--- src/rtl/ctx_shadow_pkg.sv ---
// Shared widths and the context record for the shadow block.
// Assumes the status and accumulator registers have the same width.
package ctx_shadow_pkg;
    parameter int DATA_W = 8;
    parameter int BANK_W = 4;
    localparam int CTX_W = 2 * DATA_W + BANK_W;

    typedef struct packed {
        logic [DATA_W-1:0] status;
        logic [DATA_W-1:0] wreg;
        logic [BANK_W-1:0] bank;
    } ctx_t;
endpackage

--- src/rtl/ctx_capture_ctrl.sv ---
// Decodes the event strobes into capture and restore commands.
// Assumes the strobes are single-cycle and already qualified by the core.
module ctx_capture_ctrl (
    input  logic irq_vec_lo,
    input  logic irq_vec_hi,
    input  logic call_valid,
    input  logic call_fast,
    input  logic ret_valid,
    input  logic ret_fast,
    output logic capture,
    output logic restore
);
    // Either interrupt priority or a fast call loads the one slot.
    always_comb begin
        capture = irq_vec_lo | irq_vec_hi | (call_valid & call_fast);
        restore = ret_valid & ret_fast;
    end
endmodule

--- src/rtl/ctx_slot.sv ---
// One shadow field: a register that loads on capture and clears on reset.
// Assumes reset is synchronous and active low.
module ctx_slot #(
    parameter int W = 8
) (
    input  logic         clk,
    input  logic         rst_n,
    input  logic         load,
    input  logic [W-1:0] d,
    output logic [W-1:0] q
);
    // Hold the saved value until the next capture.
    always_ff @(posedge clk) begin
        if (!rst_n)    q <= '0;
        else if (load) q <= d;
    end
endmodule

--- src/rtl/ctx_restore_gate.sv ---
// Drives the saved record onto the restore bus only while a restore runs.
// Assumes the consumer ignores the bus when the enable is low.
module ctx_restore_gate #(
    parameter int W = 20
) (
    input  logic         en,
    input  logic [W-1:0] saved,
    output logic [W-1:0] bus
);
    // Bit-wise gating, one AND per bit.
    for (genvar i = 0; i < W; i++) begin : g_bit
        assign bus[i] = en & saved[i];
    end
endmodule

--- src/rtl/ctx_shadow.sv ---
// Single-entry shadow of status, accumulator and bank select.
// Any interrupt or fast call overwrites the slot. A fast return presents the
// slot combinationally in the same cycle. A capture in that cycle lands after it.
module ctx_shadow
    import ctx_shadow_pkg::*;
(
    input  logic              clk,
    input  logic              rst_n,
    input  logic [DATA_W-1:0] status_in,
    input  logic [DATA_W-1:0] wreg_in,
    input  logic [BANK_W-1:0] bsr_in,
    input  logic              irq_vec_lo,
    input  logic              irq_vec_hi,
    input  logic              call_valid,
    input  logic              call_fast,
    input  logic              ret_valid,
    input  logic              ret_fast,
    output logic              restore_en,
    output logic [DATA_W-1:0] status_out,
    output logic [DATA_W-1:0] wreg_out,
    output logic [BANK_W-1:0] bsr_out
);
    logic capture;
    logic restore;
    ctx_t live;
    ctx_t saved;
    ctx_t bus;

    // Collect the live inputs into one record.
    always_comb begin
        live.status = status_in;
        live.wreg   = wreg_in;
        live.bank   = bsr_in;
    end

    ctx_capture_ctrl u_ctrl (
        .irq_vec_lo (irq_vec_lo),
        .irq_vec_hi (irq_vec_hi),
        .call_valid (call_valid),
        .call_fast  (call_fast),
        .ret_valid  (ret_valid),
        .ret_fast   (ret_fast),
        .capture    (capture),
        .restore    (restore)
    );

    ctx_slot #(.W(DATA_W)) u_status (
        .clk(clk), .rst_n(rst_n), .load(capture), .d(live.status), .q(saved.status)
    );
    ctx_slot #(.W(DATA_W)) u_wreg (
        .clk(clk), .rst_n(rst_n), .load(capture), .d(live.wreg), .q(saved.wreg)
    );
    ctx_slot #(.W(BANK_W)) u_bank (
        .clk(clk), .rst_n(rst_n), .load(capture), .d(live.bank), .q(saved.bank)
    );

    ctx_restore_gate #(.W(CTX_W)) u_gate (
        .en(restore), .saved(saved), .bus(bus)
    );

    // Split the restore record onto the output ports.
    always_comb begin
        restore_en = restore;
        status_out = bus.status;
        wreg_out   = bus.wreg;
        bsr_out    = bus.bank;
    end
endmodule

--- config.mk ---
export PLATFORM = sky130hd
export DESIGN_NAME = ctx_shadow
export DESIGN_NICKNAME = d
export VERILOG_FILES = /design/src/rtl/ctx_shadow_pkg.sv /design/src/rtl/ctx_capture_ctrl.sv /design/src/rtl/ctx_slot.sv /design/src/rtl/ctx_restore_gate.sv /design/src/rtl/ctx_shadow.sv
export SDC_FILE = /design/constraint.sdc
export NUM_CORES = 1
export LEC_CHECK = 0
export ABC_AREA = 1
export CORE_MARGIN = 1
export CORE_UTILIZATION = 41
export CTS_CLUSTER_SIZE = 14
export DETAILED_ROUTE_END_ITERATION = 6
export GPL_ROUTABILITY_DRIVEN = 1
export PLACE_DENSITY = 0.78
export SETUP_SLACK_MARGIN = 0.05
export SYNTH_ARGS = -nofsm -noshare
export SYNTH_HDL_FRONTEND = slang
export SYNTH_HIERARCHICAL = 1
export SYNTH_SLANG_ARGS = --single-unit
--- constraint.sdc ---
create_clock -name clk -period 1.09 [get_ports clk]
set_clock_uncertainty 0.05 [all_clocks]
set_input_delay 0.2725 -clock clk [delete_from_list [all_inputs] [get_ports clk]]
set_output_delay 0.2725 -clock clk [all_outputs]
set_load 0.03 [all_outputs]
==> implementation parameters, run 1 <==
Parameter                              Value

Power and ir drop
  Maximum VDD drop    1020 uV
  Leak    1.24 nW
  Pwr per Cell Area    868 nW/um2

Floorplan
  Cell Rows    18
  Initial Utilization    0.432
  Total Die Area    2820 um2
  Area of the core    2480 um2
  Top Ports    49
  Die H    53.1 um
  Horizontal die dimension    53.1 um

Worst setup path
  Top cell family by delay on the critical path    flip-flops
  Arrival time of the worst setup path    0.94 ns
  Largest driver fanout on the critical path    2
  Slowest cell delay on critical path    0.37 ns
  Endpoint type of the worst setup path    output port
  Worst setup path startpoint    u_wreg/q[6]
  Worst EP required    0.77 ns
  Critical path start-end classification    reg -> out
  Origin of the critical flop-to-flop path    u_status/q[5]
  Startpoint Class    flip-flop
  Crit path max-delay cell type    sky130_fd_sc_hd__dfxtp_2
  Sum of buffers and inverters on the critical path    2
  Ordered cell list for the critical path    nand2_2, inv_4, buf_6

Timing
  FMAX    0.794 GHz
  Hold Fails Final Rpt    0
  Final worst path period share    1.16
  Setup_tns    -2.86 ns
  Relative slew slack    0.880
  Min Tclk post-route    1.26 ns
  Number of failing setup endpoints in the final timing report    21
  Final worst slack    -0.170 ns
  Unrepaired setup endpoints after global routing    yes
  Actual transition at the worst max-transition pin    0.179 ns
  Number of pins with negative max-slew slack in the final report    0

Finish
  Multi-input gate area    597 um2
  Fraction of layout cells with a size suffix above 1    0.540
  Final standard cell utilization of the core    0.873
  Filler cell count in the final layout    126
  Layout overhead on the synthesized area    102%
  Sequential cell area    428 um2
  Final layout net count    265
  Commonest cells after routing, fill and taps aside    sky130_fd_sc_hd__nor2_1, sky130_fd_sc_hd__nand2_1, sky130_fd_sc_hd__buf_6, sky130_fd_sc_hd__clkdlybuf4s50_1, sky130_fd_sc_hd__inv_1
  Diode count    0
  Commonest non-fill, non-tap cell in the layout    sky130_fd_sc_hd__nor2_1

Synth
  Count of mapped cells out of synthesis    174
  Number of unique standard cell types used by synthesis    7
  Netlist area before placement    1070 um2
  Total of flip-flops plus latches after synthesis    20
  Sequential-to-total area share from yosys stat    0.374
  Average instance area after synthesis    6.16 um2
  Synthesized Nets    202
  Count of synthesis-stage warnings from yosys    6

Global route
  Leftover overflow at the end of global routing    0
  Vias in the first global route    1239
  First-pass GRT wire length    5700 um
  Antenna violations before repair    0
  Overall Global Routing Usage    0.296
  Maximum number of pins on one net before global-route repair    21

Hold path
  Beginning of the worst hold path    u_bank/q[3]
  Worst min path class    reg -> reg

Drt
  Number of vias after detailed routing    1261
  Via density per instance    4.76
  First-pass DRT Iterations    4
  Number of DRC violations after detailed-routing iteration 0    31
  Number of nets with antenna violations after routing    0
  Drt drc    0
  Overall routed net length    4040 um
  Mean routed wirelength per cell    15.2 um

Placement
  Buffers added on ports    48
  Total half-perimeter wirelength after legalization and detailed placement    1700 um
  Place WS    -0.600 ns
  Routability congestion estimate from global placement    0.678

Clocking
  Library cell used as clock root buffer    sky130_fd_sc_hd__clkbuf_4
  Number of clock sinks    20
  Clock transition at path regs    0.12 ns
  Depth of the CTS H-tree    1
  CTS buffer count    3
  Number of buffers inserted for hold repair after clock tree synthesis    0
  CTS tree    done
  Clock network latency to the later pin of the worst-skew pair    0.32 ns
  Clock tree buffer depth    2

Outcome
  Violations in the final reports    negative setup slack
  Status    finished with violations

Job
  # Max-Cap Violations    0
-- kinds of logic (layout without fill, tap and decap cells) --
group | after synthesis | in the layout | synth area share
buffers and inverters | 50 | 111 | 0.252
flip-flops | 20 | 20 | 0.374
AND/OR/NAND/NOR | 104 | 104 | 0.374
-- through the flow --
stage	area, um2	hold slack [ns]	total power [mW]	std cells
after floorplan	1270	0.343	1.13	174
after global placement	1650	0.420	1.26	245
after detailed placement	1650	0.430	1.27	245
after CTS	2100	0.429	1.80	262
after global routing	2160	0.469	1.95	265
final	2160	0.449	1.88	265
-- metal layers --
layer,GRT usage,wire length (um),vias to the layer above
met5,0,0,-
met4,0.197,214,0
met3,0.0517,212,21
met2,0.542,2120,57
met1,0.303,1500,576
li1,-,-,607
-- layout make-up --
class / count / area share
clock buffers: 3 / 0.0104
multi-input cells: 104 / 0.276
inverters: 41 / 0.112
repair buffers: 64 / 0.371
flip-flops and latches: 20 / 0.198
well taps: 30 / 0.0174
repair inverters: 3 / 0.0156
-- synthesized netlist by cell type --
cell type                  n  area [um2]
sky130_fd_sc_hd__inv_1    41         154
sky130_fd_sc_hd__nand2_1  59         221
sky130_fd_sc_hd__nor2_1   41         154
sky130_fd_sc_hd__buf_8     4        60.1
sky130_fd_sc_hd__buf_6     5        56.3
sky130_fd_sc_hd__nand2_2   4        25.0
sky130_fd_sc_hd__dfxtp_1  20         400
-- worst register-to-register path, delay by kind of cell (launching register included) --
| kind | cells | cell delay, ns |
|---|---|---|
| DFF | 1 | 0.37 |
| and+or+nand+nor | 2 | 0.21 |
| buffers and inverters | 1 | 0.13 |
-- repair_timing --
action                     in CTS  in global routing
buffers inserted                6                  2
pin swaps                      23                 11
resized for setup              86                 27
setup endpoints to repair      41                 41
gates cloned                    8                  1
-- power by group --
group | internal (mW) | total [mW] | leakage, nW | switching [mW]
sequential | 0.796 | 0.851 | 0.172 | 0.0547
clock | 0.130 | 0.381 | 0.0138 | 0.251
combinational | 0.329 | 0.645 | 1.05 | 0.316
-- path summary, 6_finish.rpt --
kind | to | slack [ns] | depth (start not counted)
setup / recovery | wreg_out[6] | -0.17 | 3
hold / removal | u_bank/q[3] | 0.45 | 2
hold reg to reg | u_bank/q[3] | 0.45 | 2
setup reg to reg | u_status/q[5] | 0.23 | 3
-- flip-flops by register name, summed over array words and instances, names as in the netlist --
| register | count |
|---|---|
| u_bank/q | 4 |
| u_wreg/q | 8 |
| u_status/q | 8 |
Power figures use the tool's default switching activity.
==> run 2, diff against run 1 <==
Settings changed: TNS_END_PERCENT from default to 20.
==> implementation parameters, run 2 (same netlist as run 1, synthesis figures left out) <==
Parameter                              Value

Outcome
  Status    finished with violations (unchanged)
  Violations in the final reports    negative setup slack (unchanged)

Power and ir drop
  Power dissipated by switching net loads    0.509 mW (was 0.621 mW)
  Leak    1.13 nW (was 1.24 nW)
  Proportion of power drawn by the clock network    0.203 (about the same)
  Pwr per Cell Area    887 nW/um2 (was 868 nW/um2)
  Maximum VDD drop    580 uV (was 1020 uV)
  Internal Dissipation    1.17 mW (was 1.26 mW)
  Proportion of power drawn by flip-flops and latches    0.505 (was 0.453)
  Combinational fraction of design power    0.292 (was 0.344)
  Switching power as a share of total power    0.304 (was 0.331)

Placement
  Routability congestion estimate from global placement    0.678 (unchanged)
  Total half-perimeter wirelength after legalization and detailed placement    1700 um (unchanged)
  Placement-stage cell area    1650 um2 (unchanged)
  Buffers added on ports    48 (unchanged)

Drt
  Wire length the detailed router placed on met1    1030 um (was 1500 um)
  First-pass DRT Iterations    4 (unchanged)
  Top Metal Used    met4 (unchanged)
  Number of DRC violations after detailed-routing iteration 0    8 (was 31)
  Overall routed net length    2540 um (was 4040 um)
  Drt drc    0 (unchanged)
  Mean routed wirelength per cell    9.94 um (was 15.2 um)
  Length of routed met3 wiring    96 um (was 212 um)
  Wire length on met2    1400 um (was 2120 um)
  Number of vias after detailed routing    1081 (was 1261)
  Via density per instance    4.24 (was 4.76)
  Number of nets with antenna violations after routing    0 (unchanged)

Worst setup path
  Largest driver fanout on the critical path    2 (unchanged)
  Origin of the critical flop-to-flop path    u_bank/q[2] (was u_status/q[5])
  Endpoint type of the worst setup path    output port (unchanged)
  Worst EP required    0.77 ns (about the same)
  Register-to-Register Setup Slack    0.33 ns (was 0.23 ns)
  R2r worst-path depth    3 (unchanged)
  Arrival time of the worst setup path    0.88 ns (was 0.94 ns)
  Critical path start-end classification    reg -> out (unchanged)
  Terminus of the critical flop-to-flop path    u_bank/q[2] (was u_status/q[5])
  Startpoint Class    flip-flop (unchanged)

Hold path
  Number of cells on the worst hold path    2 (unchanged)
  Worst min path class    reg -> reg (unchanged)
  Beginning of the worst hold path    u_wreg/q[7] (was u_bank/q[3])
  Worst-case hold path end point    u_wreg/q[7] (was u_bank/q[3])

Timing
  Number of pins with negative max-slew slack in the final report    0 (unchanged)
  Final worst path period share    1.11 (was 1.16)
  Relative slew slack    0.885 (was 0.880)
  Unrepaired setup endpoints after global routing    yes (unchanged)
  Final worst slack    -0.116 ns (was -0.170 ns)
  FMAX    0.829 GHz (was 0.794 GHz)
  Hold Fails Final Rpt    0 (unchanged)
  Min Tclk post-route    1.21 ns (was 1.26 ns)
  Final hold slack    0.435 ns (was 0.449 ns)
  Actual transition at the worst max-transition pin    0.173 ns (was 0.179 ns)
  Setup_tns    -2.15 ns (was -2.86 ns)
  Number of failing setup endpoints in the final timing report    34 (was 21)

Job
  # Max-Cap Violations    0 (unchanged)

Floorplan
  Area of the core    2480 um2 (unchanged)
  Die H    53.1 um (unchanged)
  Total Die Area    2820 um2 (unchanged)
  Initial Utilization    0.432 (unchanged)
  Horizontal die dimension    53.1 um (unchanged)
  Cell Rows    18 (unchanged)
  Top Ports    49 (unchanged)

Finish
  Fraction of layout cells with a size suffix above 1    0.462 (was 0.540)
  Commonest cells after routing, fill and taps aside    sky130_fd_sc_hd__nor2_1, sky130_fd_sc_hd__nand2_1, sky130_fd_sc_hd__clkdlybuf4s50_1, sky130_fd_sc_hd__buf_6 (was sky130_fd_sc_hd__nor2_1, sky130_fd_sc_hd__nand2_1, sky130_fd_sc_hd__buf_6, sky130_fd_sc_hd__clkdlybuf4s50_1, sky130_fd_sc_hd__inv_1)
  Diode count    0 (unchanged)
  Largest registers ranked by flip-flop count    u_status/q (8), u_wreg/q (8), u_bank/q (4) (unchanged)
  Design area    1890 um2 (was 2160 um2)
  Final layout net count    255 (was 265)
  Commonest non-fill, non-tap cell in the layout    sky130_fd_sc_hd__nor2_1 (unchanged)
  Layout overhead on the synthesized area    76.5% (was 102%)

Global route
  First-pass GRT wire length    3990 um (was 5700 um)
  Antenna violations before repair    0 (unchanged)
  Overall Global Routing Usage    0.195 (was 0.296)
  Vias in the first global route    1016 (was 1239)
  Leftover overflow at the end of global routing    0 (unchanged)
  Maximum number of pins on one net before global-route repair    41 (was 21)

Clocking
  CTS buffer count    3 (unchanged)
  Clock transition at path regs    0.10 ns (was 0.12 ns)
  Depth of the CTS H-tree    1 (unchanged)
  Clock network latency to the later pin of the worst-skew pair    0.29 ns (was 0.32 ns)
  Number of clock sinks    20 (unchanged)
  CTS tree    done (unchanged)
  Clock tree buffer depth    2 (unchanged)
  Library cell used as clock root buffer    sky130_fd_sc_hd__clkbuf_4 (unchanged)
  Number of buffers inserted for hold repair after clock tree synthesis    0 (unchanged)
## run 2: how the worst max path moves through the flow
stage / slack, ns / end / depth (start not counted) / from
floorplan: 0.05 / bsr_out[0] / 5 / ret_valid
global placement: -0.58 / status_out[6] / 6 / ret_valid
detailed placement: -0.60 / status_out[3] / 6 / ret_valid
CTS: -0.13 / wreg_out[2] / 3 / u_wreg/q[2]
global route: -0.16 / wreg_out[0] / 3 / u_wreg/q[0]
finish: -0.12 / wreg_out[0] / 3 / u_wreg/q[0]
## run 2: repair_timing
| item | 4_1_cts | 5_1_grt |
|---|---|---|
| endpoints found under the setup margin | 41 | 41 |
| buffers inserted | 2 | 2 |
| pin swaps | 22 | 3 |
| gates cloned | 3 | 0 |
| resized for setup | 66 | 9 |
## run 2: critical path: stages (launching register included)
cell and delay [ns]:
sky130_fd_sc_hd__dfxtp_2 0.35, sky130_fd_sc_hd__nand2_4 0.07, sky130_fd_sc_hd__clkinv_4 0.04, sky130_fd_sc_hd__buf_6 0.13
## run 2: per-layer routing
layer	vias up	track usage
li1	582	-
met2	25	0.388
met5	-	0
met1	472	0.196
met4	0	0.0702
met3	2	0.0345
## run 2: power groups by stage
stage	clock network, mW	registers, mW	logic, mW
global placement	0	0.845	0.414
finish	0.341	0.846	0.490
global route	0.384	0.852	0.530
CTS	0.359	0.846	0.486
floorplan	0	0.841	0.292
detailed placement	0	0.849	0.424
## run 2: area by class of cell
| class | count | area, um2 |
|---|---|---|
| clock buffer | 3 | 22.5 |
| fill | 204 | 587 |
| inverter | 41 | 241 |
| multi-input combinational | 104 | 544 |
| sequential | 20 | 425 |
| tap | 30 | 37.5 |
| timing repair buffer | 54 | 586 |
| timing repair inverter | 3 | 33.8 |
## run 2: stage by stage
stage,cells,util,power [mW],worst slack (ns)
after detailed placement,245,0.666,1.27,-0.600
after CTS,253,0.755,1.69,-0.127
final,255,0.763,1.68,-0.116
after global routing,255,0.763,1.77,-0.163
after global placement,245,0.666,1.26,-0.577
after floorplan,174,-,1.13,0.0520
